<file path="config.mk">
export PLATFORM = sky130hd
export DESIGN_NAME = icu_arbiter
export DESIGN_NICKNAME = d
export VERILOG_FILES = /design/src/rtl/icu_pkg.sv /design/src/rtl/icu_regs.sv /design/src/rtl/icu_pend.sv /design/src/rtl/icu_scan.sv /design/src/rtl/icu_arbiter.sv
export SDC_FILE = /design/constraint.sdc
export NUM_CORES = 1
export LEC_CHECK = 0
export CAP_MARGIN = 15
export CORE_MARGIN = 10
export CORE_UTILIZATION = 61
export CTS_BUF_LIST = sky130_fd_sc_hd__clkbuf_4
export DETAILED_ROUTE_END_ITERATION = 16
export DONT_BUFFER_PORTS = 1
export PLACE_DENSITY = 0.86
export SYNTH_ARGS = -nofsm -noshare
export SYNTH_HDL_FRONTEND = slang
export SYNTH_SLANG_ARGS = --single-unit
</file>
<file path="constraint.sdc">
create_clock -name clk -period 21.1 [get_ports clk]
set_input_delay 4.22 -clock clk [delete_from_list [all_inputs] [get_ports clk]]
set_output_delay 4.22 -clock clk [all_outputs]
set_load 0.005 [all_outputs]
</file>
<file path="src/rtl/icu_pkg.sv">
package icu_pkg;

    localparam int VEC_W   = 8;
    localparam int PRIO_W  = 4;
    localparam int WORD_W  = PRIO_W + VEC_W;

    localparam int EN_BASE   = 'h00;
    localparam int PRIO_BASE = 'h10;
    localparam int FAST_ADDR = 'h20;
    localparam int SWI_ADDR  = 'h30;

    typedef enum logic {
        ACC_BYTE = 1'b0,
        ACC_HALF = 1'b1
    } acc_e;

    typedef struct packed {
        logic             valid;
        logic [VEC_W-1:0] vec;
    } req_t;

    function automatic logic [WORD_W-1:0] mk_word(input logic [PRIO_W-1:0] p,
                                                  input logic [VEC_W-1:0] v);
        return {p, v};
    endfunction

endpackage

</file>
<file path="src/rtl/icu_regs.sv">
module icu_regs
    import icu_pkg::*;
#(
    parameter int NUM_SRC  = 16,
    parameter int NUM_PRIO = 8,
    parameter int ADDR_W   = 8
) (
    input  logic                     clk,
    input  logic                     rst,
    input  logic                     bus_we,
    input  logic                     bus_size,
    input  logic [ADDR_W-1:0]        bus_addr,
    input  logic [15:0]              bus_wdata,
    output logic [15:0]              bus_rdata,
    output logic [NUM_SRC-1:0]       en_bits,
    output logic [NUM_PRIO*PRIO_W-1:0] prio_flat,
    output logic                     fast_en,
    output logic [VEC_W-1:0]         fast_vec,
    output logic                     swi_pulse
);
    localparam int NUM_EN = (NUM_SRC + 7) / 8;

    logic [7:0]        en_q   [NUM_EN];
    logic [PRIO_W-1:0] prio_q [NUM_PRIO];
    logic              fen_q;
    logic [VEC_W-1:0]  fvec_q;
    logic              swi_q;

    wire is_byte = (acc_e'(bus_size) == ACC_BYTE);
    wire is_half = (acc_e'(bus_size) == ACC_HALF);

    always_ff @(posedge clk) begin
        if (rst) begin
            for (int k = 0; k < NUM_EN; k++)   en_q[k]   <= '0;
            for (int k = 0; k < NUM_PRIO; k++) prio_q[k] <= '0;
            fen_q  <= 1'b0;
            fvec_q <= '0;
            swi_q  <= 1'b0;
        end else begin
            swi_q <= 1'b0;
            if (bus_we) begin
                if (bus_addr == ADDR_W'(FAST_ADDR)) begin
                    if (is_half) begin
                        fen_q  <= bus_wdata[15];
                        fvec_q <= bus_wdata[VEC_W-1:0];
                    end
                end else if (is_byte) begin
                    for (int k = 0; k < NUM_EN; k++)
                        if (bus_addr == ADDR_W'(EN_BASE + k)) en_q[k] <= bus_wdata[7:0];
                    for (int k = 0; k < NUM_PRIO; k++)
                        if (bus_addr == ADDR_W'(PRIO_BASE + k)) prio_q[k] <= bus_wdata[PRIO_W-1:0];
                    if (bus_addr == ADDR_W'(SWI_ADDR)) swi_q <= bus_wdata[0];
                end
            end
        end
    end

    always_comb begin
        bus_rdata = '1;
        if (bus_addr == ADDR_W'(FAST_ADDR)) begin
            if (is_half) bus_rdata = {fen_q, 7'b0, fvec_q};
        end else if (is_byte) begin
            for (int k = 0; k < NUM_EN; k++)
                if (bus_addr == ADDR_W'(EN_BASE + k)) bus_rdata = {8'h00, en_q[k]};
            for (int k = 0; k < NUM_PRIO; k++)
                if (bus_addr == ADDR_W'(PRIO_BASE + k)) bus_rdata = {12'h000, prio_q[k]};
            if (bus_addr == ADDR_W'(SWI_ADDR)) bus_rdata = 16'h0000;
        end
    end

    for (genvar n = 0; n < NUM_SRC; n++) begin : g_en
        assign en_bits[n] = en_q[n/8][n%8];
    end
    for (genvar k = 0; k < NUM_PRIO; k++) begin : g_prio
        assign prio_flat[k*PRIO_W +: PRIO_W] = prio_q[k];
    end

    assign fast_en   = fen_q;
    assign fast_vec  = fvec_q;
    assign swi_pulse = swi_q;

    // a pulse only ever follows a qualifying byte write
    a_r11_swi_cause: assert property (@(posedge clk) disable iff (rst)
        swi_q |-> $past(bus_we && is_byte && bus_addr == ADDR_W'(SWI_ADDR) && bus_wdata[0]));

endmodule

</file>
<file path="src/rtl/icu_pend.sv">
module icu_pend
    import icu_pkg::*;
#(
    parameter int                 NUM_SRC   = 16,
    parameter logic [NUM_SRC-1:0] LEVEL_SRC = '0
) (
    input  logic               clk,
    input  logic               rst,
    input  logic [NUM_SRC-1:0] irq_in,
    input  logic               clr_valid,
    input  logic [VEC_W-1:0]   clr_idx,
    output logic [NUM_SRC-1:0] event_v,
    output logic [NUM_SRC-1:0] pend
);
    logic [NUM_SRC-1:0] prev_q;
    logic [NUM_SRC-1:0] pend_q;

    for (genvar n = 0; n < NUM_SRC; n++) begin : g_src
        if (LEVEL_SRC[n]) begin : g_level
            assign event_v[n] = irq_in[n];
            always_ff @(posedge clk) begin
                if (rst) pend_q[n] <= 1'b0;
                else     pend_q[n] <= irq_in[n];
            end
        end else begin : g_edge
            assign event_v[n] = irq_in[n] & ~prev_q[n];
            always_ff @(posedge clk) begin
                if (rst)
                    pend_q[n] <= 1'b0;
                else if (event_v[n])
                    pend_q[n] <= 1'b1;
                else if (clr_valid && clr_idx == VEC_W'(n))
                    pend_q[n] <= 1'b0;
            end
        end
    end

    always_ff @(posedge clk) begin
        if (rst) prev_q <= '0;
        else     prev_q <= irq_in;
    end

    assign pend = pend_q;

endmodule

</file>
<file path="src/rtl/icu_scan.sv">
module icu_scan
    import icu_pkg::*;
#(
    parameter int NUM_SRC = 16
) (
    input  logic [NUM_SRC-1:0]        pend,
    input  logic [NUM_SRC*PRIO_W-1:0] src_prio,
    output logic                      found,
    output logic [VEC_W-1:0]          idx,
    output logic [PRIO_W-1:0]         best
);
    always_comb begin
        found = 1'b0;
        idx   = '0;
        best  = '0;
        for (int n = 0; n < NUM_SRC; n++) begin
            if (pend[n] && src_prio[n*PRIO_W +: PRIO_W] > best) begin
                found = 1'b1;
                idx   = VEC_W'(n);
                best  = src_prio[n*PRIO_W +: PRIO_W];
            end
        end
    end
endmodule

</file>
<file path="src/rtl/icu_arbiter.sv">
module icu_arbiter
    import icu_pkg::*;
#(
    parameter int                 NUM_SRC    = 16,
    parameter int                 PRIO_SHARE = 2,
    parameter int                 ADDR_W     = 8,
    parameter logic [NUM_SRC-1:0] LEVEL_SRC  = 16'h0300
) (
    input  logic               clk,
    input  logic               rst,
    input  logic [NUM_SRC-1:0] irq_in,
    input  logic               ack,
    input  logic               bus_we,
    input  logic               bus_size,
    input  logic [ADDR_W-1:0]  bus_addr,
    input  logic [15:0]        bus_wdata,
    output logic [15:0]        bus_rdata,
    output logic [11:0]        req_word,
    output logic [11:0]        fast_word,
    output logic               swi_pulse
);
    localparam int NUM_PRIO = (NUM_SRC + PRIO_SHARE - 1) / PRIO_SHARE;

    logic [NUM_SRC-1:0]          en_bits;
    logic [NUM_PRIO*PRIO_W-1:0]  prio_flat;
    logic [NUM_SRC*PRIO_W-1:0]   src_prio;
    logic                        fast_en;
    logic [VEC_W-1:0]            fast_vec;
    logic [NUM_SRC-1:0]          event_v, pend;
    logic                        scan_found;
    logic [VEC_W-1:0]            scan_idx;
    logic [PRIO_W-1:0]           scan_prio;

    req_t req_q;
    logic scan_q;

    icu_regs #(.NUM_SRC(NUM_SRC), .NUM_PRIO(NUM_PRIO), .ADDR_W(ADDR_W)) u_regs (
        .clk, .rst, .bus_we, .bus_size, .bus_addr, .bus_wdata, .bus_rdata,
        .en_bits, .prio_flat, .fast_en, .fast_vec, .swi_pulse
    );

    icu_pend #(.NUM_SRC(NUM_SRC), .LEVEL_SRC(LEVEL_SRC)) u_pend (
        .clk, .rst, .irq_in,
        .clr_valid(ack && req_q.valid), .clr_idx(req_q.vec),
        .event_v, .pend
    );

    for (genvar n = 0; n < NUM_SRC; n++) begin : g_map
        assign src_prio[n*PRIO_W +: PRIO_W] = prio_flat[(n/PRIO_SHARE)*PRIO_W +: PRIO_W];
    end

    icu_scan #(.NUM_SRC(NUM_SRC)) u_scan (
        .pend, .src_prio, .found(scan_found), .idx(scan_idx), .best(scan_prio)
    );

    // lowest-numbered new enabled event, vector 0 excluded
    logic             ev_found;
    logic [VEC_W-1:0] ev_idx;
    always_comb begin
        ev_found = 1'b0;
        ev_idx   = '0;
        for (int n = NUM_SRC - 1; n >= 1; n--) begin
            if (event_v[n] && en_bits[n]) begin
                ev_found = 1'b1;
                ev_idx   = VEC_W'(n);
            end
        end
    end

    // per-index lookups of the current request and of the scan winner
    logic              cur_level, cur_line, scan_en;
    logic [PRIO_W-1:0] cur_prio;
    always_comb begin
        cur_level = 1'b0;
        cur_line  = 1'b0;
        cur_prio  = '0;
        scan_en   = 1'b0;
        for (int n = 0; n < NUM_SRC; n++) begin
            if (req_q.vec == VEC_W'(n)) begin
                cur_level = LEVEL_SRC[n];
                cur_line  = irq_in[n];
                cur_prio  = src_prio[n*PRIO_W +: PRIO_W];
            end
            if (scan_idx == VEC_W'(n)) scan_en = en_bits[n];
        end
    end

    wire withdraw = cur_level && !cur_line;

    always_ff @(posedge clk) begin
        if (rst) begin
            req_q  <= '0;
            scan_q <= 1'b0;
        end else begin
            scan_q <= 1'b0;
            if (req_q.valid) begin
                if (ack) begin
                    req_q.valid <= 1'b0;
                    scan_q      <= 1'b1;
                end else if (withdraw) begin
                    req_q.valid <= 1'b0;
                end
            end else if (scan_q && scan_found && scan_en && scan_idx != '0) begin
                req_q <= '{valid: 1'b1, vec: scan_idx};
            end else if (ev_found) begin
                req_q <= '{valid: 1'b1, vec: ev_idx};
            end
        end
    end

    wire              to_fast = fast_en && (fast_vec == req_q.vec);
    wire [WORD_W-1:0] word    = mk_word(cur_prio, req_q.vec);

    assign req_word  = (req_q.valid && !to_fast) ? word : '0;
    assign fast_word = (req_q.valid &&  to_fast) ? word : '0;

    a_r6_no_vector_zero: assert property (@(posedge clk) disable iff (rst)
        req_q.valid |-> req_q.vec != '0);

    a_r8_one_output: assert property (@(posedge clk) disable iff (rst)
        !(req_word != '0 && fast_word != '0));

    a_r4_release: assert property (@(posedge clk) disable iff (rst)
        ack && req_q.valid |=> req_word == '0 && fast_word == '0);

    a_r7_withdraw: assert property (@(posedge clk) disable iff (rst)
        req_q.valid && !ack && withdraw |=> !req_q.valid);

    a_r3_no_preempt: assert property (@(posedge clk) disable iff (rst)
        req_q.valid && !ack && !withdraw |=> req_q.valid && $stable(req_q.vec));

    a_r5_scan_nonzero: assert property (@(posedge clk) disable iff (rst)
        scan_found |-> scan_prio != '0 && pend != '0);

endmodule

</file>
==> impl_metrics.env, run 1 <==
export IMPL_syn_inst=956
export IMPL_slowest_stage="a21oi_1"
export IMPL_critPathMostFrequentCell="ha_4"
export IMPL_hp_class="flop to flop"
export IMPL_syn_mean_instance_area_um2=8.17
export IMPL_clock_path_buffers=2
export IMPL_clk_pin_slew_ns=0.15
export IMPL_wire_per_inst_um=25.5
export IMPL_viasPerCell=7.18
export IMPL_layout_common_cells="136 x buf_4, 108 x nor2_1, 93 x nand2_1"
export IMPL_pin_count=86
export IMPL_fin_ws_ns=-1.21
export IMPL_fin_crit_sh_pct=106
export IMPL_grt_pass1_wl_um=39700
export IMPL_n_antenna_cell=0
export IMPL_antenna_left=0
export IMPL_yosysWarnings=0
export IMPL_hold_viol=0
export IMPL_violations="setup timing"
export IMPL_fp_row_count=41
export IMPL_p_sw_share_pct=45.6
export IMPL_wirelength_um=31900
export IMPL_start_util_pct=62.2
export IMPL_crit_arrival_ns=22.71
export IMPL_slowest_delay_ns=0.46
export IMPL_rsz0062_at_grt="yes"
export IMPL_area_growth_pct=27.3
export IMPL_hold_buffers=0
export IMPL_endpoint_kind="flop"
export IMPL_clk_latency_ns=0.50
export IMPL_cts_made_buffers=9
export IMPL_finClkSkew_ns=0.0184
export IMPL_tns_ns=-5.77
export IMPL_hpwl_um=19000
export IMPL_dp_slack_ns=-0.540
export IMPL_tritoncts="done"
export IMPL_drive_above_1_share_pct=31.4
export IMPL_power_switching_mw=0.595
export IMPL_ys_types=89
export IMPL_ys_async_sr_fraction_pct=0
export IMPL_gp_congestion=0.987
export IMPL_core_mm2=0.0126
export IMPL_drt_pass1_iterations=7
export IMPL_whs_ns=0.469
export IMPL_power_density_mw_per_mm2=131
export IMPL_worstMarginPinSlew_ns=1.17
export IMPL_syn_area_mm2=0.00781
export IMPL_cap_violations=0
export IMPL_clkSinkCount=94
export IMPL_synth_main_ff_cell="edfxtp_1"
export IMPL_grt_usage_pct=27.5
export IMPL_setup_violations=5
export IMPL_critPathLaunchType="flop"
export IMPL_root_buffer="clkbuf_4"
export IMPL_grt_overflow_total=0
export IMPL_post_route_drc_count=0
export IMPL_status="complete, but fails checks"
export IMPL_power_frac_clock_pct=8.0
export IMPL_antenna_found_initial=0
export IMPL_cts_max_level=3
export IMPL_sequentialPowerShare_pct=17.5
export IMPL_io_buffers=0
export IMPL_grt_max_degree=48
export IMPL_drt_first_iter_violations=1659
export IMPL_vias=9009
export IMPL_vdd_drop_max_uv=85.2
export IMPL_synth_edf_count=48
export IMPL_cp_max_fo=6
export IMPL_crit_type="flop to flop"
export IMPL_dieWidth_um=133
export IMPL_relSlewSlack_pct=21.3
export IMPL_period_minus_slack_ns=22.31
export IMPL_drv_slew=0
export IMPL_grt_pass1_vias=7745
export IMPL_power_leakage_nw=4.06
export IMPL_combPwrFrac_pct=74.5
export IMPL_max_freq_mhz=44.8
export IMPL_place_inst=1171
export IMPL_fin_cells=1255
export IMPL_layout_commonest_cell="buf_4"
export IMPL_die_area_mm2=0.0177
export IMPL_ys_seq_area_share_pct=30.2
export IMPL_crit_required_ns=21.51
export IMPL_intPower_mw=0.710
export IMPL_finalCoreUtilization_pct=79.1
export IMPL_fp_dieH_um=133
export IMPL_synth_seq_cells=94
export IMPL_nNetsFinal=1165
==> Yosys cell counts, types with 19 or more instances <==
cell,number,share of area [%]
ha_1,42,6.7
edfxtp_1,48,18
inv_1,66,3.2
nand3_1,26,1.7
nor2_1,121,5.8
nor2b_1,27,2.2
mux2i_1,26,3.3
nand2b_1,20,1.6
dfxtp_1,46,12
o21ai_0,67,4.3
nand2_1,101,4.9
clkbuf_1,19,0.91
a21oi_1,82,5.3
==> cells by family after synthesis <==
logic type               Yosys count  synth area share (%)
adder cells (fa/ha/maj)           43                  6.87
AO/OA/AOI/OAI                    275                  23.9
buffers and inverters            110                  6.07
XOR/XNOR                           7                 0.785
AND/OR/NAND/NOR                  369                  22.5
other                              1                0.0480
multiplexers                      57                  9.63
flip-flops                        94                  30.2
==> flip-flops by register name, indices dropped and copies added, names as in the netlist <==
register	cells
u_pend.prev_q	16
u_regs.fast_en	1
scan_q	1
req_q	5
u_regs.swi_pulse	1
u_regs.en_q	16
u_pend.pend	14
u_regs.prio_q	32
u_regs.fast_vec	8
==> per-layer routing <==
metal | wire (um) | vias to the layer above | GRT usage (%)
met2 | 13900 | 964 | 45.5
met5 | 0 | - | 0
met4 | 2930 | 0 | 15.5
met3 | 4610 | 311 | 6.84
met1 | 10500 | 4041 | 32.1
li1 | - | 3693 | -
==> critical path, delay by kind of cell, from the launching register on <==
kind,cells,cell delay [ns]
compound gates,54,10.06
fa+ha+maj,14,3.68
simple gates,27,3.58
mux,9,2.72
buf+inv,16,1.68
flops,1,0.41
==> power groups by stage <==
stage | sequential (mW) | clock (mW) | combinational [mW]
after global placement | 0.227 | 0 | 0.643
after floorplan | 0.214 | 0 | 0.447
after CTS | 0.224 | 0.101 | 0.712
final | 0.229 | 0.104 | 0.973
after global routing | 0.228 | 0.109 | 1.02
after detailed placement | 0.228 | 0 | 0.657
==> final cells by class <==
cell class | count | area, um2
flip-flops and latches | 94 | 2370
fillers | 724 | 2620
repair buffers | 147 | 1140
clock buffers | 11 | 82.6
well taps | 172 | 215
multi-input cells | 759 | 5830
clock inverters | 5 | 58.8
inverters | 67 | 254
==> path summary, 6_finish.rpt <==
kind                                   startpoint                               to  slack [ns]  cells after the start
hold reg to reg   u_regs.fast_vec[6]$_SDFFE_PP0P_  u_regs.fast_vec[6]$_SDFFE_PP0P_        0.47                      2
setup / recovery      u_pend.pend[1]$_SDFFE_PP0P_            req_q[3]$_SDFFE_PP0P_       -1.21                    120
hold / removal    u_regs.fast_vec[6]$_SDFFE_PP0P_  u_regs.fast_vec[6]$_SDFFE_PP0P_        0.47                      2
setup reg to reg      u_pend.pend[1]$_SDFFE_PP0P_            req_q[3]$_SDFFE_PP0P_       -1.21                    120
==> what timing repair did <==
| action | 4_1_cts | 5_1_grt |
|---|---|---|
| setup endpoints to repair | 5 | 5 |
| buffers inserted | 21 | 46 |
| resized for setup | 32 | 139 |
| pin swaps | 13 | 72 |
==> through the flow <==
| stage | power (mW) | cell area (um2) |
|---|---|---|
| floorplan | 0.661 | 7940 |
| global placement | 0.869 | 8510 |
| detailed placement | 0.885 | 8510 |
| CTS | 1.04 | 8930 |
| global route | 1.35 | 9950 |
| finish | 1.31 | 9950 |
No activity file was read; power rests on OpenSTA's default activity.
==> inputs of run 2 (changes only) <==
- PLACE_DENSITY: 0.86 -> 0.8
==> run 2 against run 1 <==
  * The flow still finishes with violations (setup timing)
  * Critical path depth unchanged
  * Combinational power up 4%
  * Non-clock buffer count up 22
  * Worst hold slack better by 0.012 ns
  * Critical path type unchanged
  * Largest cell class unchanged
==> impl_metrics.env, run 2 (synthesis gave the netlist of run 1 again) <==
export IMPL_rsz0062_at_grt="yes"
export IMPL_endpoint_kind="flop"
export IMPL_grt_usage_pct=27.0
export IMPL_max_freq_mhz=45.6
export IMPL_fin_cells=1278
export IMPL_critPathMostFrequentCell="ha_4"
export IMPL_vias=8612
export IMPL_grt_overflow_total=0
export IMPL_pin_count=86
export IMPL_fp_row_count=41
export IMPL_cts_max_level=3
export IMPL_crit_arrival_ns=22.28
export IMPL_largest_reg_flops=32
export IMPL_grt_max_degree=48
export IMPL_wirelength_um=30300
export IMPL_clk_pin_slew_ns=0.18
export IMPL_setup_violations=5
export IMPL_viasPerCell=6.74
export IMPL_drv_slew=0
export IMPL_power_leakage_nw=4.15
export IMPL_finClkSkew_ns=0.0346
export IMPL_wire_per_inst_um=23.7
export IMPL_period_minus_slack_ns=21.92
export IMPL_hold_viol=0
export IMPL_filler_cell_count=733
export IMPL_cap_violations=0
export IMPL_critPathLaunchType="flop"
export IMPL_clk_latency_ns=0.46
export IMPL_tritoncts="done"
export IMPL_gp_congestion=1.00
export IMPL_grt_pass1_vias=7503
export IMPL_drt_first_iter_violations=1093
export IMPL_fp_dieH_um=133
export IMPL_biggestRegsByFlops="u_regs.prio_q x32, u_pend.prev_q x16, u_regs.en_q x16"
export IMPL_slowest_stage="o311ai_1"
export IMPL_grt_pass1_wl_um=39000
export IMPL_worstMarginPinSlew_ns=1.09
export IMPL_io_buffers=0
export IMPL_area_growth_pct=30.8
export IMPL_nNetsFinal=1187
export IMPL_whs_ns=0.481
export IMPL_status="complete, but fails checks"
export IMPL_cts_made_buffers=9
export IMPL_crit_type="flop to flop"
export IMPL_multi_input_area_mm2=0.00593
export IMPL_cp_max_fo=6
export IMPL_hpwl_um=18600
export IMPL_layout_commonest_cell="buf_4"
export IMPL_clock_path_buffers=2
export IMPL_antenna_left=0
export IMPL_regArea_mm2=0.00237
export IMPL_slowest_delay_ns=0.44
export IMPL_core_mm2=0.0126
export IMPL_clkSinkCount=94
export IMPL_start_util_pct=62.2
export IMPL_regMostFlops="u_regs.prio_q"
export IMPL_drive_above_1_share_pct=34.7
export IMPL_dieWidth_um=133
export IMPL_dp_slack_ns=-0.490
export IMPL_power_mw=1.34
export IMPL_die_area_mm2=0.0177
export IMPL_tns_ns=-3.79
export IMPL_vdd_drop_max_uv=81.7
export IMPL_layout_common_cells="158 x buf_4, 107 x nor2_1, 94 x nand2_1"
export IMPL_violations="setup timing"
export IMPL_hp_class="flop to flop"
export IMPL_antenna_found_initial=0
export IMPL_root_buffer="clkbuf_4"
export IMPL_power_density_mw_per_mm2=131
export IMPL_relSlewSlack_pct=26.6
export IMPL_r2r_slack_ns=-0.82
export IMPL_fin_crit_sh_pct=104
export IMPL_hold_buffers=0
export IMPL_crit_required_ns=21.46
export IMPL_post_route_drc_count=0
export IMPL_drt_pass1_iterations=5
export IMPL_place_inst=1187
export IMPL_fin_ws_ns=-0.821
## run 2: changes by cell type in the layout (fill, tap and decap cells not counted), moves of 5 or more
cell / change
a21oi_2: +5
buf_4: +22
ha_4: +5
ha_1: -7
## run 2: where the power goes
part           switching [mW]  total, mW  internal, mW
combinational           0.508       1.01         0.505
sequential             0.0242      0.227         0.203
clock                  0.0639      0.102        0.0384
## run 2: path summary, 6_finish.rpt
kind,startpoint,endpoint,cells after the start
worst max-delay path,u_pend.pend[1]$_SDFFE_PP0P_,req_q[3]$_SDFFE_PP0P_,120
worst min-delay path,u_regs.fast_vec[6]$_SDFFE_PP0P_,u_regs.fast_vec[6]$_SDFFE_PP0P_,2
worst max register to register,u_pend.pend[1]$_SDFFE_PP0P_,req_q[3]$_SDFFE_PP0P_,120
worst min register to register,u_regs.fast_vec[6]$_SDFFE_PP0P_,u_regs.fast_vec[6]$_SDFFE_PP0P_,2
## run 2: metrics by stage
| step | utilization (%) | area, um2 |
|---|---|---|
| after floorplan | - | 7940 |
| after global placement | 68.7 | 8630 |
| after detailed placement | 68.7 | 8630 |
| after CTS | 72.1 | 9070 |
| after global routing | 81.3 | 10200 |
| final | 81.3 | 10200 |
## run 2: critical path, delay by kind of cell (launching register included)
kind	cells	cell delay (ns)
buffers and inverters	20	2.47
flip-flops	1	0.42
multiplexers	8	2.38
adder cells (fa/ha/maj)	14	3.61
AND/OR/NAND/NOR	32	4.12
AO/OA/AOI/OAI	46	8.74
## run 2: repair_timing
action / 4_1_cts / 5_1_grt
pin swaps: 14 / 73
gates resized for setup: 19 / 174
buffers inserted: 33 / 40
setup endpoints to repair: 5 / 5
## run 2: final cells by class
| class | instances | area share (%) |
|---|---|---|
| Multi-Input combinational cell | 759 | 58.0 |
| Sequential cell | 94 | 23.2 |
| Timing Repair Buffer | 169 | 12.8 |
| Inverter | 67 | 2.49 |
| Tap cell | 172 | 2.11 |
| Clock buffer | 10 | 0.735 |
| Clock inverter | 6 | 0.649 |
| Antenna cell | 1 | 0.0245 |
## run 2: metal layers
metal  global-route usage (%)  share of wire, %
met4                     8.95               6.6
met2                     46.0                47
met1                     33.5                35
met5                        0                 0
met3                     5.04                11
==> inputs of run 3 (changes only) <==
- HOLD_SLACK_MARGIN: not set -> 0.06
==> results of run 3 <==
Same layout as run 2: the final DEF is identical, and so are final timing and power.
